[src/rtl/tkspi_pkg.sv]
// Shared types and helpers for the timekeeper SPI register port.
// Assumes a 7-bit register address taken from bits 6:0 of the command byte.
package tkspi_pkg;

    localparam int ADDR_W = 7;
    localparam int DATA_W = 8;

    typedef logic [ADDR_W-1:0] addr_t;
    typedef logic [DATA_W-1:0] data_t;

    // Fixed register locations that other logic depends on
    localparam int TK_LAST   = 'h0E;
    localparam int CTRL_ADDR = 'h0F;
    localparam int STAT_ADDR = 'h10;
    localparam int TRKL_ADDR = 'h11;

    // Control bit positions and the readable bit mask
    localparam int CTRL_OSC_BIT = 7;
    localparam int CTRL_WP_BIT  = 6;
    localparam data_t CTRL_MASK = 8'hC7;

    typedef enum logic [2:0] {
        RG_TK,
        RG_CTRL,
        RG_STAT,
        RG_TRKL,
        RG_RAM,
        RG_NONE
    } region_e;

    // Classify an address into its storage region
    function automatic region_e decode_region(addr_t a, int ram_base, int ram_depth);
        int ai;
        ai = int'(a);
        if (ai <= TK_LAST)                                   return RG_TK;
        else if (ai == CTRL_ADDR)                            return RG_CTRL;
        else if (ai == STAT_ADDR)                            return RG_STAT;
        else if (ai == TRKL_ADDR)                            return RG_TRKL;
        else if (ai >= ram_base && ai < ram_base + ram_depth) return RG_RAM;
        else                                                 return RG_NONE;
    endfunction

    // Step the burst address, wrapping at the end of the RAM
    function automatic addr_t step_addr(addr_t a, int ram_base, int ram_depth);
        if (int'(a) == ram_base + ram_depth - 1) return addr_t'(ram_base);
        else                                     return a + addr_t'(1);
    endfunction

endpackage

[src/rtl/tkspi_sync.sv]
// Multi-stage synchronizer for a bundle of asynchronous inputs.
// Assumes each input bit is independent (no bus coherency needed).
module tkspi_sync #(
    parameter int WIDTH  = 3,
    parameter int STAGES = 2
) (
    input  logic             clk,
    input  logic             rst_n,
    input  logic [WIDTH-1:0] d,
    output logic [WIDTH-1:0] q
);

    logic [WIDTH-1:0] stg [STAGES];

    generate
        for (genvar s = 0; s < STAGES; s++) begin : g_stage
            // Purpose: move the bundle one stage closer to clk
            always_ff @(posedge clk) begin
                if (!rst_n) stg[s] <= '0;
                else if (s == 0) stg[s] <= d;
                else stg[s] <= stg[(s == 0) ? 0 : s-1];
            end
        end
    endgenerate

    assign q = stg[STAGES-1];

endmodule

[src/rtl/tkspi_shift.sv]
// SPI bit engine: synchronizes the pins, finds SCLK edges, assembles
// received bytes and shifts transmit bytes out MSB first.
// Assumes SCLK idles low, CPHA=1, and SCLK well below clk.
module tkspi_shift
    import tkspi_pkg::*;
#(
    parameter int SYNC_STAGES = 2
) (
    input  logic  clk,
    input  logic  rst_n,
    input  logic  sclk,
    input  logic  cs,
    input  logic  mosi,
    input  logic  load_en,
    input  data_t load_byte,
    output logic  miso,
    output logic  byte_done,
    output data_t rx_byte,
    output logic  first_byte,
    output logic  cs_act,
    output logic  lead_edge
);

    localparam int CNT_W = $clog2(DATA_W);

    logic [2:0]       pins_s;
    logic             sclk_s, mosi_s, sclk_prev;
    logic             trail_edge;
    logic [CNT_W-1:0] bit_cnt;
    data_t            tx_q;

    tkspi_sync #(.WIDTH(3), .STAGES(SYNC_STAGES)) i_sync (
        .clk  (clk),
        .rst_n(rst_n),
        .d    ({sclk, cs, mosi}),
        .q    (pins_s)
    );

    assign sclk_s     = pins_s[2];
    assign cs_act     = pins_s[1];
    assign mosi_s     = pins_s[0];
    assign lead_edge  = cs_act &  sclk_s & ~sclk_prev;
    assign trail_edge = cs_act & ~sclk_s &  sclk_prev;

    // Purpose: remember the last synchronized SCLK level for edge detection
    always_ff @(posedge clk) begin
        if (!rst_n) sclk_prev <= 1'b0;
        else        sclk_prev <= sclk_s;
    end

    // Purpose: shift bits in on trailing edges, out on leading edges
    always_ff @(posedge clk) begin
        if (!rst_n || !cs_act) begin
            bit_cnt    <= '0;
            rx_byte    <= '0;
            tx_q       <= '0;
            miso       <= 1'b0;
            byte_done  <= 1'b0;
            first_byte <= 1'b1;
        end else begin
            byte_done <= 1'b0;
            if (byte_done) first_byte <= 1'b0;
            if (lead_edge) begin
                miso <= tx_q[DATA_W-1];
                tx_q <= {tx_q[DATA_W-2:0], 1'b0};
            end else if (load_en) begin
                tx_q <= load_byte;
            end
            if (trail_edge) begin
                rx_byte <= {rx_byte[DATA_W-2:0], mosi_s};
                bit_cnt <= bit_cnt + CNT_W'(1);
                if (bit_cnt == CNT_W'(DATA_W-1)) byte_done <= 1'b1;
            end
        end
    end

endmodule

[src/rtl/tkspi_regbank.sv]
// Local register storage: control, status, charger byte and scratch RAM.
// Applies write protect and the read-as-zero masks, and muxes read data,
// taking the clock/alarm bytes from the timekeeping core.
module tkspi_regbank
    import tkspi_pkg::*;
#(
    parameter int    RAM_BASE  = 'h20,
    parameter int    RAM_DEPTH = 96,
    parameter data_t CTRL_RST  = 8'h00
) (
    input  logic       clk,
    input  logic       rst_n,
    input  addr_t      addr,
    input  logic       wr_req,
    input  logic       rd_req,
    input  data_t      wdata,
    input  data_t      tk_rdata,
    input  logic [1:0] alarm_hit,
    output data_t      rd_data,
    output logic       tk_wr_ok,
    output logic       tk_rd_hit,
    output logic       wp,
    output logic       osc_off
);

    localparam int RAM_IW = (RAM_DEPTH > 1) ? $clog2(RAM_DEPTH) : 1;

    region_e           region;
    logic              wr_ok;
    data_t             ctrl_q, trkl_q;
    logic [1:0]        stat_q;
    data_t             ram [RAM_DEPTH];
    addr_t             ram_off;
    logic [RAM_IW-1:0] ram_idx;

    assign region    = decode_region(addr, RAM_BASE, RAM_DEPTH);
    assign wp        = ctrl_q[CTRL_WP_BIT];
    assign osc_off   = ctrl_q[CTRL_OSC_BIT];
    assign wr_ok     = wr_req && (region != RG_NONE) && (region == RG_CTRL || !wp);
    assign tk_wr_ok  = wr_ok && (region == RG_TK);
    assign tk_rd_hit = rd_req && (region == RG_TK);
    assign ram_off   = addr - addr_t'(RAM_BASE);
    assign ram_idx   = ram_off[RAM_IW-1:0];

    // Purpose: hold the control and charger bytes
    always_ff @(posedge clk) begin
        if (!rst_n) begin
            ctrl_q <= CTRL_RST & CTRL_MASK;
            trkl_q <= '0;
        end else if (wr_ok) begin
            if (region == RG_CTRL) ctrl_q <= wdata & CTRL_MASK;
            if (region == RG_TRKL) trkl_q <= wdata;
        end
    end

    // Purpose: alarm flags, set by the core, loaded by host writes
    always_ff @(posedge clk) begin
        if (!rst_n) stat_q <= '0;
        else if (wr_ok && region == RG_STAT) stat_q <= wdata[1:0] | alarm_hit;
        else stat_q <= stat_q | alarm_hit;
    end

    // Purpose: scratch RAM write port
    always_ff @(posedge clk) begin
        if (wr_ok && region == RG_RAM) ram[ram_idx] <= wdata;
    end

    // Purpose: select the byte for the current address
    always_comb begin
        unique case (region)
            RG_TK:   rd_data = tk_rdata;
            RG_CTRL: rd_data = ctrl_q;
            RG_STAT: rd_data = {6'b0, stat_q};
            RG_TRKL: rd_data = trkl_q;
            RG_RAM:  rd_data = ram[ram_idx];
            default: rd_data = '0;
        endcase
    end

endmodule

[src/rtl/tkspi_regif.sv]
// Top of the timekeeper SPI register port. Turns received bytes into a
// command (direction + start address) and a stream of register accesses
// with an auto-incrementing address. Read data is fetched one cycle after
// the byte boundary, ahead of the next leading SCLK edge.
// Assumes SCLK half-period of at least SYNC_STAGES + 4 clk cycles.
module tkspi_regif
    import tkspi_pkg::*;
#(
    parameter int    RAM_BASE    = 'h20,
    parameter int    RAM_DEPTH   = 96,
    parameter int    SYNC_STAGES = 2,
    parameter data_t CTRL_RST    = 8'h00
) (
    input  logic        clk,
    input  logic        rst_n,
    input  logic        spi_sclk,
    input  logic        spi_cs,
    input  logic        spi_mosi,
    output logic        spi_miso,
    output logic [6:0]  tk_addr,
    output logic [7:0]  tk_wdata,
    output logic        tk_wr_stb,
    output logic        tk_rd_stb,
    input  logic [7:0]  tk_rdata,
    input  logic [1:0]  alarm_hit,
    output logic        osc_off
);

    logic  byte_done, first_byte, cs_act, lead_edge;
    data_t rx_byte, rd_data;
    addr_t addr_q;
    logic  wr_mode_q, fetch_q, wr_req, wp;

    tkspi_shift #(.SYNC_STAGES(SYNC_STAGES)) i_shift (
        .clk       (clk),
        .rst_n     (rst_n),
        .sclk      (spi_sclk),
        .cs        (spi_cs),
        .mosi      (spi_mosi),
        .load_en   (fetch_q),
        .load_byte (rd_data),
        .miso      (spi_miso),
        .byte_done (byte_done),
        .rx_byte   (rx_byte),
        .first_byte(first_byte),
        .cs_act    (cs_act),
        .lead_edge (lead_edge)
    );

    assign wr_req = byte_done && !first_byte && wr_mode_q;

    // Purpose: command decode, burst address stepping and fetch scheduling
    always_ff @(posedge clk) begin
        if (!rst_n) begin
            addr_q    <= '0;
            wr_mode_q <= 1'b0;
            fetch_q   <= 1'b0;
        end else if (!cs_act) begin
            wr_mode_q <= 1'b0;
            fetch_q   <= 1'b0;
        end else begin
            fetch_q <= 1'b0;
            if (byte_done) begin
                if (first_byte) begin
                    addr_q    <= rx_byte[ADDR_W-1:0];
                    wr_mode_q <= rx_byte[DATA_W-1];
                    fetch_q   <= !rx_byte[DATA_W-1];
                end else begin
                    addr_q  <= step_addr(addr_q, RAM_BASE, RAM_DEPTH);
                    fetch_q <= !wr_mode_q;
                end
            end
        end
    end

    tkspi_regbank #(
        .RAM_BASE (RAM_BASE),
        .RAM_DEPTH(RAM_DEPTH),
        .CTRL_RST (CTRL_RST)
    ) i_regbank (
        .clk      (clk),
        .rst_n    (rst_n),
        .addr     (addr_q),
        .wr_req   (wr_req),
        .rd_req   (fetch_q),
        .wdata    (rx_byte),
        .tk_rdata (tk_rdata),
        .alarm_hit(alarm_hit),
        .rd_data  (rd_data),
        .tk_wr_ok (tk_wr_stb),
        .tk_rd_hit(tk_rd_stb),
        .wp       (wp),
        .osc_off  (osc_off)
    );

    assign tk_addr  = addr_q;
    assign tk_wdata = rx_byte;

endmodule

[config.mk]
export PLATFORM = sky130hd
export DESIGN_NAME = tkspi_regif
export DESIGN_NICKNAME = d
export VERILOG_FILES = /design/src/rtl/tkspi_pkg.sv /design/src/rtl/tkspi_sync.sv /design/src/rtl/tkspi_shift.sv /design/src/rtl/tkspi_regbank.sv /design/src/rtl/tkspi_regif.sv
export SDC_FILE = /design/constraint.sdc
export NUM_CORES = 1
export LEC_CHECK = 0
export BUFFER_PORTS_ARGS = -buffer_cell sky130_fd_sc_hd__buf_4
export CORE_MARGIN = 10
export CORE_UTILIZATION = 55
export CTS_CLUSTER_SIZE = 12
export DETAILED_ROUTE_END_ITERATION = 10
export HOLD_SLACK_MARGIN = 0.08
export PLACE_DENSITY = 0.71
export SETUP_SLACK_MARGIN = 0.3
export SLEW_MARGIN = 20
export SYNTH_ARGS = -nofsm -noshare
export SYNTH_HDL_FRONTEND = slang
export SYNTH_SLANG_ARGS = --single-unit
[constraint.sdc]
create_clock -name clk -period 4.5 [get_ports clk]
set_clock_uncertainty 0.2 [all_clocks]
set_input_delay 0 -clock clk [delete_from_list [all_inputs] [get_ports clk]]
set_output_delay 0 -clock clk [all_outputs]
set_load 0.01 [all_outputs]
==> results.md, run 1 <==
* Hold_ws at 0.129 ns
* Htree depth at 3
* Non-filler cells, final at 3,022
* Worst Setup End Kind: flop
* Design area at 37,000 um^2
* Total CTS buffers at 83
* HPWL Detailed at 57,800 um
* Chain of cells forming the critical path: inv_1 -> ha_1 -> o211ai_2 -> nor4b_4 -> and3_1 -> o2111a_2 -> nand3_1 -> buf_4 -> nor2_1
* Largest net degree at the start of global routing at 100
* Multi-input logic area at 7870 um^2
* Status: complete, no violations
* Minimum clock period at 4.11 ns
* Fillers at 4,157
* Post-synth EDFFs at 768
* Longest Clk Path Bufs at 3
* Crit-path max cell delay at 0.57 ns
* WP data required at 4.54 ns
* Seq/Total Area, Yosys at 0.739
* Post-synthesis compound-gate area fraction at 0.0958
* Synth area leader: edfxtp_1
* Post-CTS Setup Bufs at 0
* PD cells at 392 nW/um^2
* Num Clock Sinks at 821
* Asr flop ratio synth at 0
* Mapped Area at 32,700 um^2
* Post-synth top flop: edfxtp_1
* Vias at 20,600
* Io pins at 34
* Slowest CP cell: dfxtp_1
* Worst slew margin at 0.248
* Synth Net Count at 2,080
* Root Driver: clkbuf_16
* ANT nets after route at 0
* Share of the synthesized area in the top cell type at 0.706
* Placer congestion estimate at 0.938
* Slew Limit Fails at 0
* Row count at 89
* CP max FO at 10
* Area contributors post-synth: edfxtp_1 71%, mux2_2 3.7%, dfxtp_1 3.2%
* Warnings, synthesis at 0
* P_leak at 11.1 nW
* Post-synthesis mux area share at 0.0821
* Startpoint types: flop
* CTS tree: built
* Fin util at 0.628
* Final hold vios at 0
* Final period util at 0.913
* All-Layer GR Usage at 0.270
* XOR/XNOR share of the synthesized area at 0.000268
* P&R area growth vs syn at 13.3%
* Unique masters post-synth at 80
* Register area at 24,200 um^2
* NumNets Final at 2,230
* Initial antenna violation count at 1
* Reg clk slew, reported paths at 0.06 ns
* Core Box Area at 58,900 um^2
* Synthesis-stage register bit count at 821
* Grt ovf at 0
* Drt via density at 6.81
* Hold crit path type: input port to flop
* Post-Synth Adder-Cell Area at 0.00383
* Ant diodes at 0
* Crit path DAT at 4.15 ns
* Number of global-route vias before repair at 20,100
* Critical path type: flop to flop
* DP Area at 34,300 um^2
* Port bufs at 33
* Unrepaired setup endpoints after global routing: true
* Global-route wire length before repair at 140,000 um
* F_max at 243 MHz
* Final setup fails at 0
* Die X at 264 um
* Clk Latency, worst-skew pair at 0.64 ns
* Full die area at 69,500 um^2
* Syn avg cell area at 15.9 um^2
* WL/cell at 31.6 um
* Largest family of logic cells by synthesized area: compound AO/OA/AOI/OAI gates
* Max-cap violations at 0
* Dpl cells at 2,867
* Slew at the pin with the worst max-slew slack at 1.13 ns
* 1st-iter DRT viols at 3,148
* Initial core utilization at 0.554
* Setup TNS Final at 0 ns
* Drt drc at 0
* Post-synthesis simple-gate area fraction at 0.0576
* Die H at 264 um
* Total Wirelength at 95,600 um
* Share of cells above drive strength 1 at 0.202
* Mapped Cells at 2,055
* DR pass1 iterations at 6
* Peak supply drop at 0.321 mV
path summary, 6_finish.rpt:
path / startpoint / to / slack, ns / depth (start not counted)
max: tk_addr[5]$_SDFFE_PN0P_ / i_regbank.ram[19][6]$_DFFE_PP_ / 0.39 / 9
min: rst_n / tk_addr[1]$_SDFFE_PN0P_ / 0.13 / 3
max reg2reg: tk_addr[5]$_SDFFE_PN0P_ / i_regbank.ram[19][6]$_DFFE_PP_ / 0.39 / 9
min reg2reg: i_shift.i_sync.stg[0][0]$_SDFF_PN0_ / i_shift.i_sync.stg[1][0]$_SDFF_PN0_ / 0.24 / 1
routing by layer:
metal	up-vias	GRT usage	wire (um)	part of all wire
met4	2	0.119	4260	0.045
met5	-	0	13	0.00014
met2	1620	0.404	43000	0.45
met1	10200	0.370	35200	0.37
met3	258	0.0694	13200	0.14
li1	8462	-	-	-
registers in the layout (all words and copies together) (netlist names):
| name | flops |
|---|---|
| i_regbank.ram | 768 |
| i_regbank.trkl_q | 8 |
| i_shift.rx_byte | 8 |
| i_shift.tx_q | 8 |
| tk_addr | 7 |
| i_shift.i_sync.stg | 6 |
| i_regbank.ctrl_q | 5 |
| i_shift.bit_cnt | 3 |
| i_regbank.stat_q | 2 |
| fetch_q | 1 |
| i_shift.byte_done | 1 |
| i_shift.first_byte | 1 |
| i_shift.miso | 1 |
| i_shift.sclk_prev | 1 |
| wr_mode_q | 1 |
Yosys cell counts, types with 8 or more instances:
cell         n
edfxtp_1   768
nor2_1     161
o22ai_1    112
mux2_2     108
nand2_1    103
a21oi_1     82
mux2i_1     71
o21ai_0     67
clkbuf_1    66
o221ai_1    57
dfxtp_1     53
buf_2       41
mux4_2      31
nand3_1     28
buf_4       19
and2_1      17
a221oi_1    16
nor3_1      15
a211oi_1    14
nor2b_1     14
o211ai_1    13
a2bb2oi_1   12
nor3b_1     11
a21boi_0    10
a22oi_1     10
ha_1        10
nand4_1      8
cell usage in the layout (no fill, tap or decap), drive strengths merged, types with 29 or more instances in the layout:
| master | synthesis | final |
|---|---|---|
| a21oi | 82 | 82 |
| buf | 70 | 175 |
| clkbuf | 66 | 113 |
| dfxtp | 53 | 53 |
| edfxtp | 768 | 768 |
| mux2 | 113 | 113 |
| mux2i | 71 | 71 |
| mux4 | 31 | 31 |
| nand2 | 104 | 104 |
| nand3 | 29 | 29 |
| nor2 | 162 | 162 |
| o21ai | 73 | 73 |
| o221ai | 57 | 57 |
| o22ai | 112 | 112 |
cell families (layout without fill, tap and decap cells):
kind of cell	Yosys count	count (layout)
mux	215	215
xor+xnor	1	1
compound gates	460	460
fa+ha+maj	10	10
simple gates	403	403
flops	821	821
buf+inv	145	339
repair_timing:
item | in CTS | in global routing
endpoints found under the setup margin | 0 | 141
resized for setup | 0 | 14
hold buffers | 26 | 0
hold endpoints to repair | 50 | 0
final cells by class:
cell class / count / share of cell area
Tap cell: 773 / 0.0261
Multi-Input combinational cell: 1089 / 0.213
Sequential cell: 821 / 0.653
Inverter: 9 / 0.000913
Clock buffer: 113 / 0.0619
Clock inverter: 16 / 0.00213
Timing Repair Buffer: 201 / 0.0432
critical path, delay by kind of cell, from the launching register on:
kind,cells,cell delay (ns)
simple gates,4,1.64
buf+inv,2,0.51
fa+ha+maj,1,0.27
flops,1,0.57
compound gates,2,0.54
through the flow:
stage	total power [W]	setup slack [ns]
floorplan	0.00840	0.478
global placement	0.00841	0.712
detailed placement	0.00841	0.466
CTS	0.0145	0.442
global route	0.0148	0.244
finish	0.0145	0.392
power breakdown:
group	switching [W]	total, W	internal, W
Sequential	0.00000268	0.00822	0.00822
Clock	0.00272	0.00624	0.00352
Combinational	0.0000181	0.0000485	0.0000304
Total	0.00274	0.0145	0.0118
No activity file was read; power rests on OpenSTA's default activity.
==> run 2, diff against run 1 <==
clock period = 4.78 ns   (was 4.5 ns; I/O delays follow)
==> results.md, run 2 (synthesis results as in run 1) <==
* Worst Hold Depth at 5
* Minimum clock period at 4.21 ns
* NumNets Final at 2,177
* WHS Endpoint: i_shift.tx_q[1]$_SDFFE_PN0P_
* Setup TNS Final at 0 ns
* Max FFs per register at 768
* Core Box Area at 58,900 um^2
* DR pass1 iterations at 6
* Reg clk slew, reported paths at 0.06 ns
* Final hold vios at 0
* Slew Limit Fails at 0
* Slew at the pin with the worst max-slew slack at 1.19 ns
* Crit path DAT at 4.54 ns
* Htree depth at 3
* WP data required at 5.11 ns
* Worst slew margin at 0.205
* Worst flop-to-flop path startpoint: tk_addr[0]$_SDFFE_PN0P_
* R2R cell count at 10
* Vias at 20,500
* P&R area growth vs syn at 12.1%
* WL/cell at 32.1 um
* Io pins at 34
* Full die area at 69,500 um^2
* Reg2reg end: i_shift.tx_q[5]$_SDFFE_PN0P_
* Max-cap violations at 0
* Global-route wire length before repair at 139,000 um
* Slowest CP cell: buf_4
* Root Driver: clkbuf_16
* Drt via density at 6.91
* Critical path type: flop to flop
* Commonest non-fill, non-tap cell in the layout: edfxtp_1
* All-Layer GR Usage at 0.269
* Post-CTS Setup Bufs at 0
* Highest-count cells in the layout ignoring fill and taps: 768 x edfxtp_1, 161 x nor2_1, 123 x buf_4, 112 x o22ai_1, 108 x mux2_2
* Cell mode on critical path: buf_4
* Longest Clk Path Bufs at 3
* Dpl cells at 2,816
* R2R Setup Slk at 0.57 ns
* Design area at 36,600 um^2
* Peak supply drop at 0.299 mV
* ANT nets after route at 0
* Largest net degree at the start of global routing at 92
* Die H at 264 um
* Share of cells above drive strength 1 at 0.177
* Drt drc at 0
* Clk Latency, worst-skew pair at 0.63 ns
* Die X at 264 um
* HPWL Detailed at 58,300 um
* Non-filler cells, final at 2,972
* Grt ovf at 0
* Top reg by flops: i_regbank.ram
* Chain of cells forming the critical path: buf_4 -> nand2b_1 -> buf_4 -> nor2_1 -> a211oi_1 -> o21ai_0 -> buf_4 -> a211oi_1 -> a311oi_1 -> a221oi_1
* Port bufs at 33
* Status: complete, no violations
* Num Clock Sinks at 821
* Initial antenna violation count at 3
* Startpoint types: flop
* Worst Setup End Kind: flop
* Total CTS buffers at 82
* HP Start: tk_rdata[1]
* Fillers at 4,136
* 1st-iter DRT viols at 3,455
* P_leak at 10.8 nW
* Total Wirelength at 95,500 um
* Crit-path max cell delay at 0.75 ns
* Number of global-route vias before repair at 20,000
* Placer congestion estimate at 0.972
* Hold crit path type: input port to flop
* Final setup fails at 0
* Unrepaired setup endpoints after global routing: false
* Final period util at 0.881
* DP Area at 33,900 um^2
* CTS tree: built
* Initial core utilization at 0.554
* PD cells at 376 nW/um^2
* F_max at 237 MHz
* CP max FO at 59
* Row count at 89
[run 2: report_power, final]
group,internal (W),switching (W),total (W),leakage [nW]
sequential,0.00773,0.00000242,0.00774,7.09
clock,0.00343,0.00257,0.00599,1.17
combinational,0.0000281,0.0000179,0.0000460,2.56
total,0.0112,0.00259,0.0138,10.8
[run 2: area by class of cell]
cell class | count | area, um^2 | area share
diodes | 2 | 5.00 | 0.000137
clock buffers | 117 | 2310 | 0.0630
clock inverters | 12 | 111 | 0.00304
inverters | 9 | 33.8 | 0.000923
multi-input cells | 1089 | 7830 | 0.214
flip-flops and latches | 821 | 24200 | 0.660
well taps | 773 | 967 | 0.0264
repair buffers | 149 | 1190 | 0.0326
[run 2: worst max-delay path by stage]
| stage | slack (ns) | cells after the start | end | from |
|---|---|---|---|---|
| finish | 0.57 | 10 | i_shift.tx_q[5]$_SDFFE_PN0P_ | tk_addr[0]$_SDFFE_PN0P_ |
| global route | 0.54 | 10 | i_shift.tx_q[5]$_SDFFE_PN0P_ | tk_addr[0]$_SDFFE_PN0P_ |
| CTS | 0.51 | 8 | i_shift.tx_q[1]$_SDFFE_PN0P_ | tk_addr[0]$_SDFFE_PN0P_ |
| detailed placement | 0.53 | 8 | i_shift.tx_q[1]$_SDFFE_PN0P_ | tk_addr[0]$_SDFFE_PN0P_ |
| global placement | 0.43 | 8 | i_shift.tx_q[1]$_SDFFE_PN0P_ | tk_addr[0]$_SDFFE_PN0P_ |
| floorplan | 0.76 | 14 | i_regbank.ram[37][0]$_DFFE_PP_ | tk_addr[0]$_SDFFE_PN0P_ |
[run 2: routing by layer]
layer | global-route usage | share of wire | up-vias
li1 | - | - | 8343
met1 | 0.378 | 0.38 | 10200
met2 | 0.396 | 0.44 | 1716
met3 | 0.0606 | 0.13 | 288
met4 | 0.126 | 0.046 | 4
met5 | 0 | 0.00027 | -
[run 2: what timing repair did]
action	CTS	global route
setup endpoints to repair	0	1
hold buffers	25	0
hold endpoints to repair	50	0
resized for setup	0	1
[run 2: worst max-delay path, delay by kind of cell, from the launching register on]
family	cells	cell delay [ns]
compound gates	5	1.43
buf+inv	3	1.28
flops	1	0.61
simple gates	2	0.51
[run 2: metrics by stage]
step,hold WS (ns),utilization,setup slack [ns],total power [W]
after detailed placement,0.0106,0.576,0.530,0.00792
after CTS,0.103,0.621,0.506,0.0138
after global placement,0.0124,0.576,0.433,0.00791
after global routing,0.146,0.622,0.544,0.0141
final,0.125,0.622,0.569,0.0138
after floorplan,-0.0762,-,0.758,0.00791
